==> src/rtl/nbm_pkg.sv <==
package nbm_pkg;

  typedef enum logic [1:0] {
    BUS_IDLE = 2'd0,
    BUS_ADDR = 2'd1,
    BUS_DATA = 2'd2,
    BUS_HOLD = 2'd3
  } busState_t;

  typedef struct packed {
    logic loadNew;
    logic loadSecond;
  } dpCtl_t;

endpackage

==> src/rtl/nbm_ctrl.sv <==
module nbm_ctrl
  import nbm_pkg::*;
(
  input  logic      clk,
  input  logic      rstN,
  input  logic      reqValid,
  input  logic      holdReq,
  input  logic      readyN,
  input  logic      busSize16N,
  input  logic      splitAllowed,
  output busState_t state,
  output dpCtl_t    dpCtl,
  output logic      reqReady,
  output logic      doneValid,
  output logic      addrStrobeN,
  output logic      holdAck
);

  busState_t stateNext;
  logic ackNow;
  logic needSecond;
  logic finalAck;
  logic boundary;
  logic takeNew;

  always_comb begin
    ackNow     = (state == BUS_DATA) && !readyN;
    needSecond = ackNow && !busSize16N && splitAllowed;
    finalAck   = ackNow && !needSecond;
    boundary   = (state == BUS_IDLE) || (state == BUS_HOLD) || finalAck;
    takeNew    = boundary && !holdReq && reqValid;
  end

  always_comb begin
    stateNext = state;
    unique case (state)
      BUS_IDLE: begin
        if (holdReq)       stateNext = BUS_HOLD;
        else if (reqValid) stateNext = BUS_ADDR;
      end
      BUS_ADDR: stateNext = BUS_DATA;
      BUS_DATA: begin
        if (readyN)          stateNext = BUS_DATA;
        else if (needSecond) stateNext = BUS_ADDR;
        else if (holdReq)    stateNext = BUS_HOLD;
        else if (reqValid)   stateNext = BUS_ADDR;
        else                 stateNext = BUS_IDLE;
      end
      BUS_HOLD: begin
        if (holdReq)       stateNext = BUS_HOLD;
        else if (reqValid) stateNext = BUS_ADDR;
        else               stateNext = BUS_IDLE;
      end
      default: stateNext = BUS_IDLE;
    endcase
  end

  always_ff @(posedge clk or negedge rstN) begin
    if (!rstN) state <= BUS_IDLE;
    else       state <= stateNext;
  end

  always_comb begin
    dpCtl.loadNew    = takeNew;
    dpCtl.loadSecond = needSecond;
    reqReady         = takeNew;
    doneValid        = finalAck;
    addrStrobeN      = (state != BUS_ADDR);
    holdAck          = (state == BUS_HOLD);
  end

endmodule

==> src/rtl/nbm_dpath.sv <==
module nbm_dpath
  import nbm_pkg::*;
#(
  parameter int ADDR_W = 32,
  parameter int DATA_W = 32
) (
  input  logic                clk,
  input  logic                rstN,
  input  dpCtl_t              dpCtl,
  input  logic [ADDR_W-1:0]   reqAddr,
  input  logic [DATA_W/8-1:0] reqBe,
  input  logic                reqWrite,
  input  logic [DATA_W-1:0]   reqWdata,
  input  logic [DATA_W-1:0]   busRdata,
  output logic [ADDR_W-1:0]   busAddr,
  output logic [DATA_W/8-1:0] busBe,
  output logic                busWrite,
  output logic [DATA_W-1:0]   busWdata,
  output logic [DATA_W-1:0]   doneRdata,
  output logic                splitAllowed
);

  localparam int BE_W    = DATA_W / 8;
  localparam int HALF_W  = DATA_W / 2;
  localparam int HALF_BE = BE_W / 2;

  logic [ADDR_W-1:0] addrQ;
  logic [BE_W-1:0]   beQ;
  logic              writeQ;
  logic [DATA_W-1:0] wdataQ;
  logic [HALF_W-1:0] lowQ;
  logic              secondQ;

  always_ff @(posedge clk or negedge rstN) begin
    if (!rstN) begin
      addrQ   <= '0;
      beQ     <= '0;
      writeQ  <= 1'b0;
      wdataQ  <= '0;
      lowQ    <= '0;
      secondQ <= 1'b0;
    end else if (dpCtl.loadNew) begin
      addrQ   <= reqAddr;
      beQ     <= reqBe;
      writeQ  <= reqWrite;
      wdataQ  <= reqWdata;
      secondQ <= 1'b0;
    end else if (dpCtl.loadSecond) begin
      addrQ   <= addrQ + ADDR_W'(HALF_BE);
      beQ     <= {{HALF_BE{1'b0}}, beQ[BE_W-1:HALF_BE]};
      wdataQ  <= {{HALF_W{1'b0}}, wdataQ[DATA_W-1:HALF_W]};
      lowQ    <= busRdata[HALF_W-1:0];
      secondQ <= 1'b1;
    end
  end

  always_comb begin
    splitAllowed = !secondQ && (|beQ[BE_W-1:HALF_BE]) && (|beQ[HALF_BE-1:0]);
    doneRdata    = secondQ ? {busRdata[HALF_W-1:0], lowQ} : busRdata;
    busAddr      = addrQ;
    busBe        = beQ;
    busWrite     = writeQ;
    busWdata     = wdataQ;
  end

endmodule

==> src/rtl/nonpipe_bus_master.sv <==
module nonpipe_bus_master
  import nbm_pkg::*;
#(
  parameter int ADDR_W = 32,
  parameter int DATA_W = 32
) (
  input  logic                clk,
  input  logic                rstN,
  input  logic                reqValid,
  output logic                reqReady,
  input  logic [ADDR_W-1:0]   reqAddr,
  input  logic [DATA_W/8-1:0] reqBe,
  input  logic                reqWrite,
  input  logic [DATA_W-1:0]   reqWdata,
  output logic                doneValid,
  output logic [DATA_W-1:0]   doneRdata,
  input  logic                holdReq,
  output logic                holdAck,
  output logic                addrStrobeN,
  output logic [ADDR_W-1:0]   busAddr,
  output logic [DATA_W/8-1:0] busBe,
  output logic                busWrite,
  output logic [DATA_W-1:0]   busWdata,
  input  logic [DATA_W-1:0]   busRdata,
  input  logic                readyN,
  input  logic                busSize16N
);

  busState_t state;
  dpCtl_t    dpCtl;
  logic      splitAllowed;

  nbm_ctrl u_ctrl (
    .clk          (clk),
    .rstN         (rstN),
    .reqValid     (reqValid),
    .holdReq      (holdReq),
    .readyN       (readyN),
    .busSize16N   (busSize16N),
    .splitAllowed (splitAllowed),
    .state        (state),
    .dpCtl        (dpCtl),
    .reqReady     (reqReady),
    .doneValid    (doneValid),
    .addrStrobeN  (addrStrobeN),
    .holdAck      (holdAck)
  );

  nbm_dpath #(
    .ADDR_W (ADDR_W),
    .DATA_W (DATA_W)
  ) u_dpath (
    .clk          (clk),
    .rstN         (rstN),
    .dpCtl        (dpCtl),
    .reqAddr      (reqAddr),
    .reqBe        (reqBe),
    .reqWrite     (reqWrite),
    .reqWdata     (reqWdata),
    .busRdata     (busRdata),
    .busAddr      (busAddr),
    .busBe        (busBe),
    .busWrite     (busWrite),
    .busWdata     (busWdata),
    .doneRdata    (doneRdata),
    .splitAllowed (splitAllowed)
  );

endmodule

==> config.mk <==
export PLATFORM = sky130hd
export DESIGN_NAME = nonpipe_bus_master
export DESIGN_NICKNAME = d
export VERILOG_FILES = /design/src/rtl/nbm_pkg.sv /design/src/rtl/nbm_ctrl.sv /design/src/rtl/nbm_dpath.sv /design/src/rtl/nonpipe_bus_master.sv
export SDC_FILE = /design/constraint.sdc
export NUM_CORES = 1
export LEC_CHECK = 0
export CAP_MARGIN = 20
export CORE_ASPECT_RATIO = 0.8
export CORE_MARGIN = 2
export CORE_UTILIZATION = 50
export DETAILED_ROUTE_END_ITERATION = 10
export DONT_BUFFER_PORTS = 1
export GPL_ROUTABILITY_DRIVEN = 0
export MAX_ROUTING_LAYER = met4
export SYNTH_ARGS = -nofsm -noshare
export SYNTH_HDL_FRONTEND = slang
export SYNTH_SLANG_ARGS = --single-unit
export TNS_END_PERCENT = 30
==> constraint.sdc <==
create_clock -name clk -period 4.7 [get_ports clk]
set_input_delay 0.47 -clock clk [delete_from_list [all_inputs] [get_ports clk]]
set_output_delay 0.47 -clock clk [all_outputs]
set_load 0.03 [all_outputs]
==> flow_metrics.tcl, run 1 <==
set metrics [dict create \
    clock_latency_ns 0.34 \
    io_pins 212 \
    synth.distinct_cells 46 \
    slew_headroom 0.273 \
    tns_ns 0 \
    routed_wl_um 12700 \
    synth_top_family_by_area "simple AND/OR/NAND/NOR gates" \
    p_leak_nw 2.22 \
    vias 3917 \
    min_period_over_period 0.712 \
    end_kind "primary output" \
    hpwl_um 8810 \
    place_ws_ns 1.52 \
    grt_pass1_wl_um 20300 \
    ys_async_sr_fraction 1.00 \
    wl_per_cell_um 19.6 \
    crit_required_ns 4.23 \
    clkSinkCount 88 \
    drtIter0Drc 240 \
    critical_path_class "reg -> out" \
    synth_fa_ha_area_frac 0.0159 \
    dp_cells 633 \
    root_buffer "clkbuf_16" \
    post-cts-setup-buffers 0 \
    final_nets 643 \
    grt_usage 0.256 \
    status "finished clean" \
    synthMuxAreaShare 0.0809 \
    p_sw_mw 2.05 \
    first_pass_iters 4 \
    cp.arrival_ns 2.88 \
    max-vdd-ir-drop_mv 0.597 \
    area_growth_pct 8.75 \
    p_per_area_nw_per_um2 784 \
    crit_path_start "u_dpath.busBe[2]" \
    start_util 0.518 \
    power_frac_clock 0.180 \
    hp-class "in -> async" \
    synth_compound_area_frac 0.0934 \
    ys_ff_latch 88 \
    fin_cells 650 \
    die_area_um2 10200 \
    path_max_fanout 52 \
    cp-start-kind "register" \
    postSynthCellCount 542 \
    core_um2 9110 \
    power.share.sequential 0.513 \
    grt_setup_unrepaired "false" \
    final_max_slew_viol_count 0 \
    grt_overflow 0 \
    power.internal_mw 1.97 \
    ys.flop_type "dfrtp_1" \
    clk_pin_slew_ns 0.07 \
    synthXorXnorAreaFrac 0.0408 \
    yosys.area_share.simple 0.271 \
    ant_nets 0 \
    viasPerCell 6.03 \
    setup_viol 0 \
    fin_crit_ns 3.35 \
    antenna_cells 0 \
    cts_tree "done" \
    setup_slack_ns 1.35 \
    avgSynthCellArea_um2 8.70 \
    comb_power_share 0.307 \
    cts.path.max_buffers 2 \
    synth_enable_flop_cells 0 \
    port_buffers 0 \
    drv_cap 0 \
    p_sw_frac 0.510 \
    die_w_um 113 \
    die_y_um 90.9 \
    drive_above_1_share 0.120 \
    yosysSeqAreaShare 0.467 \
    synth_top_area_cell "dfrtp_1" \
    syn-num-nets 655 \
    fmax_mhz 299 \
    drc 0 \
    final.setup_skew_ns 0.00724 \
    synth_top_area_frac 0.467 \
    holdWs_ns 0.0386 \
    synth_area_leaders "dfrtp_1 47%, nand2_1 12%, mux2_2 7.9%" \
    netlist_area_um2 4720 \
    synth_warnings 0 \
    h-tree-depth 3 \
    worstReg2RegStart "u_dpath.busBe[2]" \
    hold_viol 0 \
    numCtsBuffers 9 \
    worst_pin_slew_ns 1.09 \
    antenna_found_initial 0 \
    grt_pass1_vias 3851 \
    grt_max_degree 89 \
    num_rows 31 \
]
[cell type report]
class                      instances  area [um2]
timing repair buffer               8        80.1
sequential                        88        2200
multi-input combinational        416        2380
tap                              115         144
clock buffer                      10         229
fill                             813        3990
clock inverter                     6        67.6
inverter                           7        26.3
[state kept, by name, summed over array words and instances, names as in the netlist]
signal	cells
u_ctrl.state	2
u_dpath.busAddr	32
u_dpath.busBe	4
u_dpath.busWdata	32
u_dpath.busWrite	1
u_dpath.lowQ	16
u_dpath.secondQ	1
[synth_stat cells (all sizes together), types with 4 or more instances]
cell type / number
a22oi: 5
a31oi: 22
and4: 4
buf: 11
clkbuf: 20
dfrtp: 88
ha: 6
inv: 7
mux2: 33
nand2: 156
nand3: 34
nand4: 18
nor2: 38
nor3: 9
nor4: 7
o21ai: 26
xnor2: 7
xor2: 15
[per-stage QoR]
stage,util,instance area (um2),total power [mW]
finish,0.563,5130,4.02
global route,0.563,5130,4.25
CTS,0.563,5130,4.04
detailed placement,0.527,4810,3.30
global placement,0.527,4810,3.26
floorplan,-,4720,2.99
[power by group through the flow]
stage,combinational [mW],sequential (mW),clock (mW)
2_1_floorplan,1.06,1.93,0
3_3_place_gp,1.19,2.07,0
3_5_place_dp,1.22,2.08,0
4_1_cts,1.24,2.06,0.739
5_1_grt,1.37,2.12,0.760
6_report,1.23,2.06,0.722
[cell usage in the layout (no fill, tap or decap), types with 4 or more instances in the layout]
cell type  count
dfrtp_1       88
a31oi_1       22
clkbuf_16      9
nor2_1        38
nand3_1       34
xnor2_1        7
o21ai_0       25
nand2_1      156
buf_4          7
xor2_1        15
and4_1         4
nand4_1       17
nor3_1         9
nor4_1         6
ha_1           6
mux2_2        33
a22oi_1        5
inv_1          6
[critical path, cell delays in order, from the launching register on]
cell,delay [ns]
dfrtp_1,0.53
or2_2,0.37
a31oi_1,0.79
o21bai_4,0.08
inv_2,0.75
[path summary, 6_finish.rpt]
kind	to	slack [ns]	depth (start not counted)
min in group clk	u_dpath.busWdata[31]	0.23	2
max in group asynchronous	u_dpath.lowQ[12]	4.31	1
hold reg to reg	u_dpath.lowQ[12]	0.47	2
setup reg to reg	u_dpath.busAddr[26]	1.49	7
setup / recovery	reqReady	1.35	4
hold / removal	u_dpath.busAddr[5]	0.04	1
[kinds of logic after synthesis]
family / Yosys count
mux: 34
fa+ha+maj: 6
compound gates: 70
xor+xnor: 22
flops: 88
buf+inv: 38
simple gates: 284
[per-layer routing]
metal  track usage  vias to the layer above  part of all wire
li1              -                     1850                 -
met1         0.316                     1866              0.43
met2         0.403                      186              0.47
met3        0.0819                       15             0.084
met4        0.0762                        0             0.018
met5             -                        -                 0
[timing repair]
action / 4_1_cts / 5_1_grt
endpoints found under the hold margin: 88 / 0
hold buffers: 1 / 0
resized for setup: 0 / 0
Note: power is estimated with default switching activity, not from simulation.
==> run 2, diff against run 1 <==
- PLACE_DENSITY: default -> 0.68
- clock period: 4.7 -> 3.03 ns (I/O delays scaled with it)
==> flow_metrics.tcl, run 2 (synthesized netlist as in run 1, its figures left out) <==
set metrics [dict create \
    cp-start-kind "register" \
    max-vdd-ir-drop_mv 0.582 \
    grt_usage 0.248 \
    clock_latency_ns 0.33 \
    clkSinkCount 88 \
    critPathSlowestCell "nor4_1" \
    final_max_slew_viol_count 0 \
    power.share.sequential 0.499 \
    p_sw_mw 3.15 \
    drive_above_1_share 0.131 \
    cts_resized 0 \
    grt_setup_unrepaired "false" \
    vias 3933 \
    power_mw 6.33 \
    grt_overflow 0 \
    fmax_mhz 397 \
    area_growth_pct 10.5 \
    grt_max_degree 89 \
    layout_common_cells "156 x nand2_1, 88 x dfrtp_1, 38 x nor2_1" \
    slew_headroom 0.341 \
    core_um2 9110 \
    port_buffers 0 \
    post-cts-setup-buffers 0 \
    io_pins 212 \
    first_pass_iters 4 \
    die_w_um 113 \
    h-tree-depth 3 \
    critical_path_class "reg -> reg" \
    start_util 0.518 \
    cp.arrival_ns 2.73 \
    power_frac_clock 0.188 \
    numCtsBuffers 9 \
    antenna_found_initial 0 \
    crit_family "simple AND/OR/NAND/NOR gates" \
    final.setup_skew_ns 0.00693 \
    drc 0 \
    cts.path.max_buffers 2 \
    p_leak_nw 2.27 \
    routed_wl_um 12100 \
    regArea_um2 2200 \
    clk_pin_slew_ns 0.06 \
    path_cells "inv_1, ha_1, nor2b_1, nand4_1, nor4_1, xnor2_1, o21ai_0" \
    root_buffer "clkbuf_16" \
    p_sw_frac 0.498 \
    wl_per_cell_um 18.5 \
    num_rows 31 \
    crit_required_ns 3.24 \
    grt_pass1_vias 3836 \
    status "finished clean" \
    die_area_um2 10200 \
    fin_area_um2 5210 \
    hold_viol 0 \
    cpPeakStageDelay_ns 0.57 \
    grt_pass1_wl_um 19800 \
    final_nets 650 \
    comb_power_share 0.313 \
    cts_tree "done" \
    worst-path-buf-inv 1 \
    ant_nets 0 \
    min_period_over_period 0.831 \
    setup_viol 0 \
    viasPerCell 5.99 \
    antenna_cells 0 \
    hpwl_um 8660 \
    worst_pin_slew_ns 0.988 \
    multi_input_area_um2 2380 \
    end_kind "register" \
    p_per_area_nw_per_um2 1220 \
    power.internal_mw 3.18 \
    die_y_um 90.9 \
    tns_ns 0 \
    path_max_fanout 12 \
    final_common_cell "nand2_1" \
    fin_crit_ns 2.52 \
    n_fill_cell 796 \
    hp-class "in -> reg" \
    drv_cap 0 \
    placed_area_um2 4850 \
    drtIter0Drc 217 \
]
## run 2: area by class of cell
cell class                 instances  share of cell area
clock inverter                     6              0.0159
tap                              115              0.0276
clock buffer                      10              0.0459
sequential                        88               0.423
inverter                           7             0.00504
timing repair buffer              15              0.0259
multi-input combinational        416               0.457
## run 2: worst paths after layout
path | from | end | slack (ns) | depth (start not counted)
max | u_ctrl.state[0] | u_dpath.busAddr[19] | 0.51 | 7
min | busRdata[7] | u_dpath.lowQ[7] | 0.08 | 2
max reg2reg | u_ctrl.state[0] | u_dpath.busAddr[19] | 0.51 | 7
min reg2reg | u_dpath.lowQ[1] | u_dpath.lowQ[1] | 0.47 | 2
max in group asynchronous | rstN | u_dpath.busAddr[24] | 2.11 | 2
min in group asynchronous | rstN | u_dpath.busWdata[9] | 0.57 | 2
## run 2: what timing repair did
item	4_1_cts	5_1_grt
hold buffers	2	0
hold endpoints to repair	88	0
setup endpoints to repair	0	0
## run 2: metrics by stage
| stage | instances | hold WS (ns) | setup slack [ns] | util |
|---|---|---|---|---|
| 2_1_floorplan | 542 | 0.00741 | 0.214 | - |
| 3_3_place_gp | 639 | 0.00990 | 0.572 | 0.532 |
| 6_report | 657 | 0.0760 | 0.512 | 0.572 |
| 3_5_place_dp | 639 | 0.00983 | 0.565 | 0.532 |
| 4_1_cts | 657 | 0.0638 | 0.531 | 0.572 |
| 5_1_grt | 657 | 0.0614 | 0.239 | 0.572 |
## run 2: worst register-to-register path, stage by stage (launching register included)
cell	delay [ns]
dfrtp_1	0.41
inv_1	0.13
ha_1	0.20
nor2b_1	0.27
nand4_1	0.54
nor4_1	0.58
xnor2_1	0.18
o21ai_0	0.09
## run 2: power by group through the flow
stage | clock (mW) | combinational, mW | sequential, mW
2_1_floorplan | 0 | 1.64 | 3.00
5_1_grt | 1.27 | 2.22 | 3.24
3_3_place_gp | 0 | 1.90 | 3.16
4_1_cts | 1.22 | 1.99 | 3.16
3_5_place_dp | 0 | 1.96 | 3.17
6_report | 1.19 | 1.98 | 3.16
## run 2: per-layer routing
metal / routed length, um / track usage / up-vias
met5: 0 / - / -
met4: 157 / 0.0722 / 0
met3: 995 / 0.0678 / 18
met2: 5910 / 0.379 / 186
met1: 5070 / 0.325 / 1868
li1: - / - / 1861
==> run 3, diff against run 2 <==
- ABC_AREA: default -> 1
- PLACE_DENSITY: 0.68 -> default
- clock period: 3.03 -> 2.54 ns (I/O delays scaled with it)
==> flow_metrics.tcl, run 3 <==
set metrics [dict create \
    p_leak_nw 2.92 \
    setup_slack_ns 0.168 \
    antenna_found_initial 0 \
    postSynthCellCount 758 \
    ant_nets 0 \
    die_y_um 94.6 \
    h-tree-depth 3 \
    cts.path.max_buffers 2 \
    layout_common_cells "297 x nand2_1, 130 x nand3_1, 88 x dfrtp_1" \
    grt_pass1_wl_um 22900 \
    cp-start-kind "register" \
    grt_setup_unrepaired "false" \
    synth_top_area_frac 0.430 \
    grt_max_degree 89 \
    final_max_slew_viol_count 0 \
    end_kind "primary output" \
    clock_latency_ns 0.35 \
    tns_ns 0 \
    clkSinkCount 88 \
    grt_pass1_vias 4390 \
    hold_viol 0 \
    crit_required_ns 2.29 \
    cp.arrival_ns 2.12 \
    final_nets 898 \
    io_pins 212 \
    yosysSeqAreaShare 0.430 \
    area_growth_pct 14.3 \
    drv_cap 0 \
    die_area_um2 11100 \
    syn-num-nets 871 \
    start_util 0.507 \
    ys.flop_type "dfrtp_1" \
    fin_crit_ns 2.37 \
    drc 0 \
    dp_cells 912 \
    post-cts-setup-buffers 0 \
    p_per_area_nw_per_um2 1330 \
    max-vdd-ir-drop_mv 0.707 \
    grt_overflow 0 \
    path_max_fanout 15 \
    synth_warnings 0 \
    antenna_cells 0 \
    fmax_mhz 422 \
    wl_per_cell_um 15.6 \
    num_rows 33 \
    min_period_over_period 0.934 \
    die_w_um 117 \
    slew_headroom 0.467 \
    yosys-top-cells-count "297 x nand2_1, 130 x nand3_1, 88 x dfrtp_1" \
    synth_area_leaders "dfrtp_1 43%, nand2_1 22%, nand3_1 13%" \
    hpwl_um 10600 \
    port_buffers 0 \
    drive_above_1_share 0.0886 \
    cts_tree "done" \
    root_buffer "clkbuf_16" \
    synth.distinct_cells 22 \
    ys_ff_latch 88 \
    synth_enable_flop_cells 0 \
    status "finished clean" \
    numCtsBuffers 9 \
    clk_pin_slew_ns 0.07 \
    cts_resized 0 \
    viasPerCell 5.33 \
    routed_wl_um 14500 \
    worst_pin_slew_ns 0.800 \
    first_pass_iters 7 \
    grt_usage 0.277 \
    avgSynthCellArea_um2 6.76 \
    final_common_cell "nand2_1" \
    yosysMostFrequentCell "nand2_1" \
    vias 4954 \
    final.setup_skew_ns 0.0112 \
    netlist_area_um2 5120 \
    hp-class "in -> reg" \
    drtIter0Drc 390 \
    ys_async_sr_fraction 1.00 \
    core_um2 10100 \
    setup_viol 0 \
    fin_cells 930 \
    place_ws_ns 0.459 \
    critical_path_class "reg -> out" \
    synth_top_area_cell "dfrtp_1" \
]
==> run 3: cells by family after synthesis <==
logic type,count (synthesis),share of synthesized area
XOR/XNOR,9,0.0154
AND/OR/NAND/NOR,494,0.396
AO/OA/AOI/OAI,65,0.0664
flip-flops,88,0.430
buffers and inverters,96,0.0774
adder cells (fa/ha/maj),6,0.0146
==> run 3: path summary, 6_finish.rpt <==
check	from	to	slack (ns)	cells past startpoint
worst max-delay path	u_ctrl.state[0]	reqReady	0.17	10
worst min register to register	u_dpath.lowQ[5]	u_dpath.lowQ[5]	0.49	2
max in group asynchronous	rstN	u_dpath.busWdata[11]	1.64	2
worst min-delay path	reqAddr[0]	u_dpath.busAddr[0]	0.02	2
min in group asynchronous	rstN	u_dpath.busAddr[20]	0.54	2
worst max register to register	u_dpath.busBe[1]	u_dpath.busAddr[2]	0.43	10
==> run 3: area by class of cell <==
class | instances | area (um2)
Tap cell | 140 | 175
Multi-Input combinational cell | 574 | 2530
Sequential cell | 88 | 2200
Fill cell | 1014 | 4260
Timing Repair Buffer | 50 | 410
Clock inverter | 5 | 62.6
Inverter | 62 | 233
Clock buffer | 11 | 243
==> run 3: timing repair <==
| item | in CTS | in global routing |
|---|---|---|
| hold buffers | 2 | 0 |
| hold endpoints to repair | 88 | 0 |
| endpoints found under the setup margin | 0 | 0 |
==> run 3: routing by layer <==
metal  track usage  vias up  wire (um)
met2         0.369      236       6020
li1              -     2465          -
met3        0.0783       21       1580
met1         0.405     2232       6680
met4        0.0833        0        250
met5             -        -          0
==> run 3: through the flow <==
stage / hold slack, ns / power, mW / cell area [um2] / utilization
detailed placement: -0.0395 / 6.40 / 5520 / 0.545
floorplan: -0.0416 / 5.51 / 5120 / -
finish: 0.0161 / 7.77 / 5860 / 0.579
CTS: 0.00613 / 7.82 / 5860 / 0.579
global placement: -0.0398 / 6.31 / 5520 / 0.545
global route: 0.00680 / 8.33 / 5860 / 0.579
==> run 3: where the power goes <==
| part | internal, mW | leakage (nW) | switching, mW |
|---|---|---|---|
| clock | 0.797 | 0.143 | 0.575 |
| sequential | 2.03 | 1.11 | 1.66 |
| combinational | 0.974 | 1.67 | 1.73 |
| total | 3.81 | 2.92 | 3.96 |
==> run 3: worst max-delay path: stages, from the launching register on <==
cell and delay (ns):
dfrtp_1 0.40, inv_1 0.10, ha_1 0.22, nand2_1 0.10
nor2_1 0.06, nand2_2 0.07, nand2_1 0.10, nand2_1 0.09
nand2_2 0.09, inv_2 0.23, buf_4 0.31
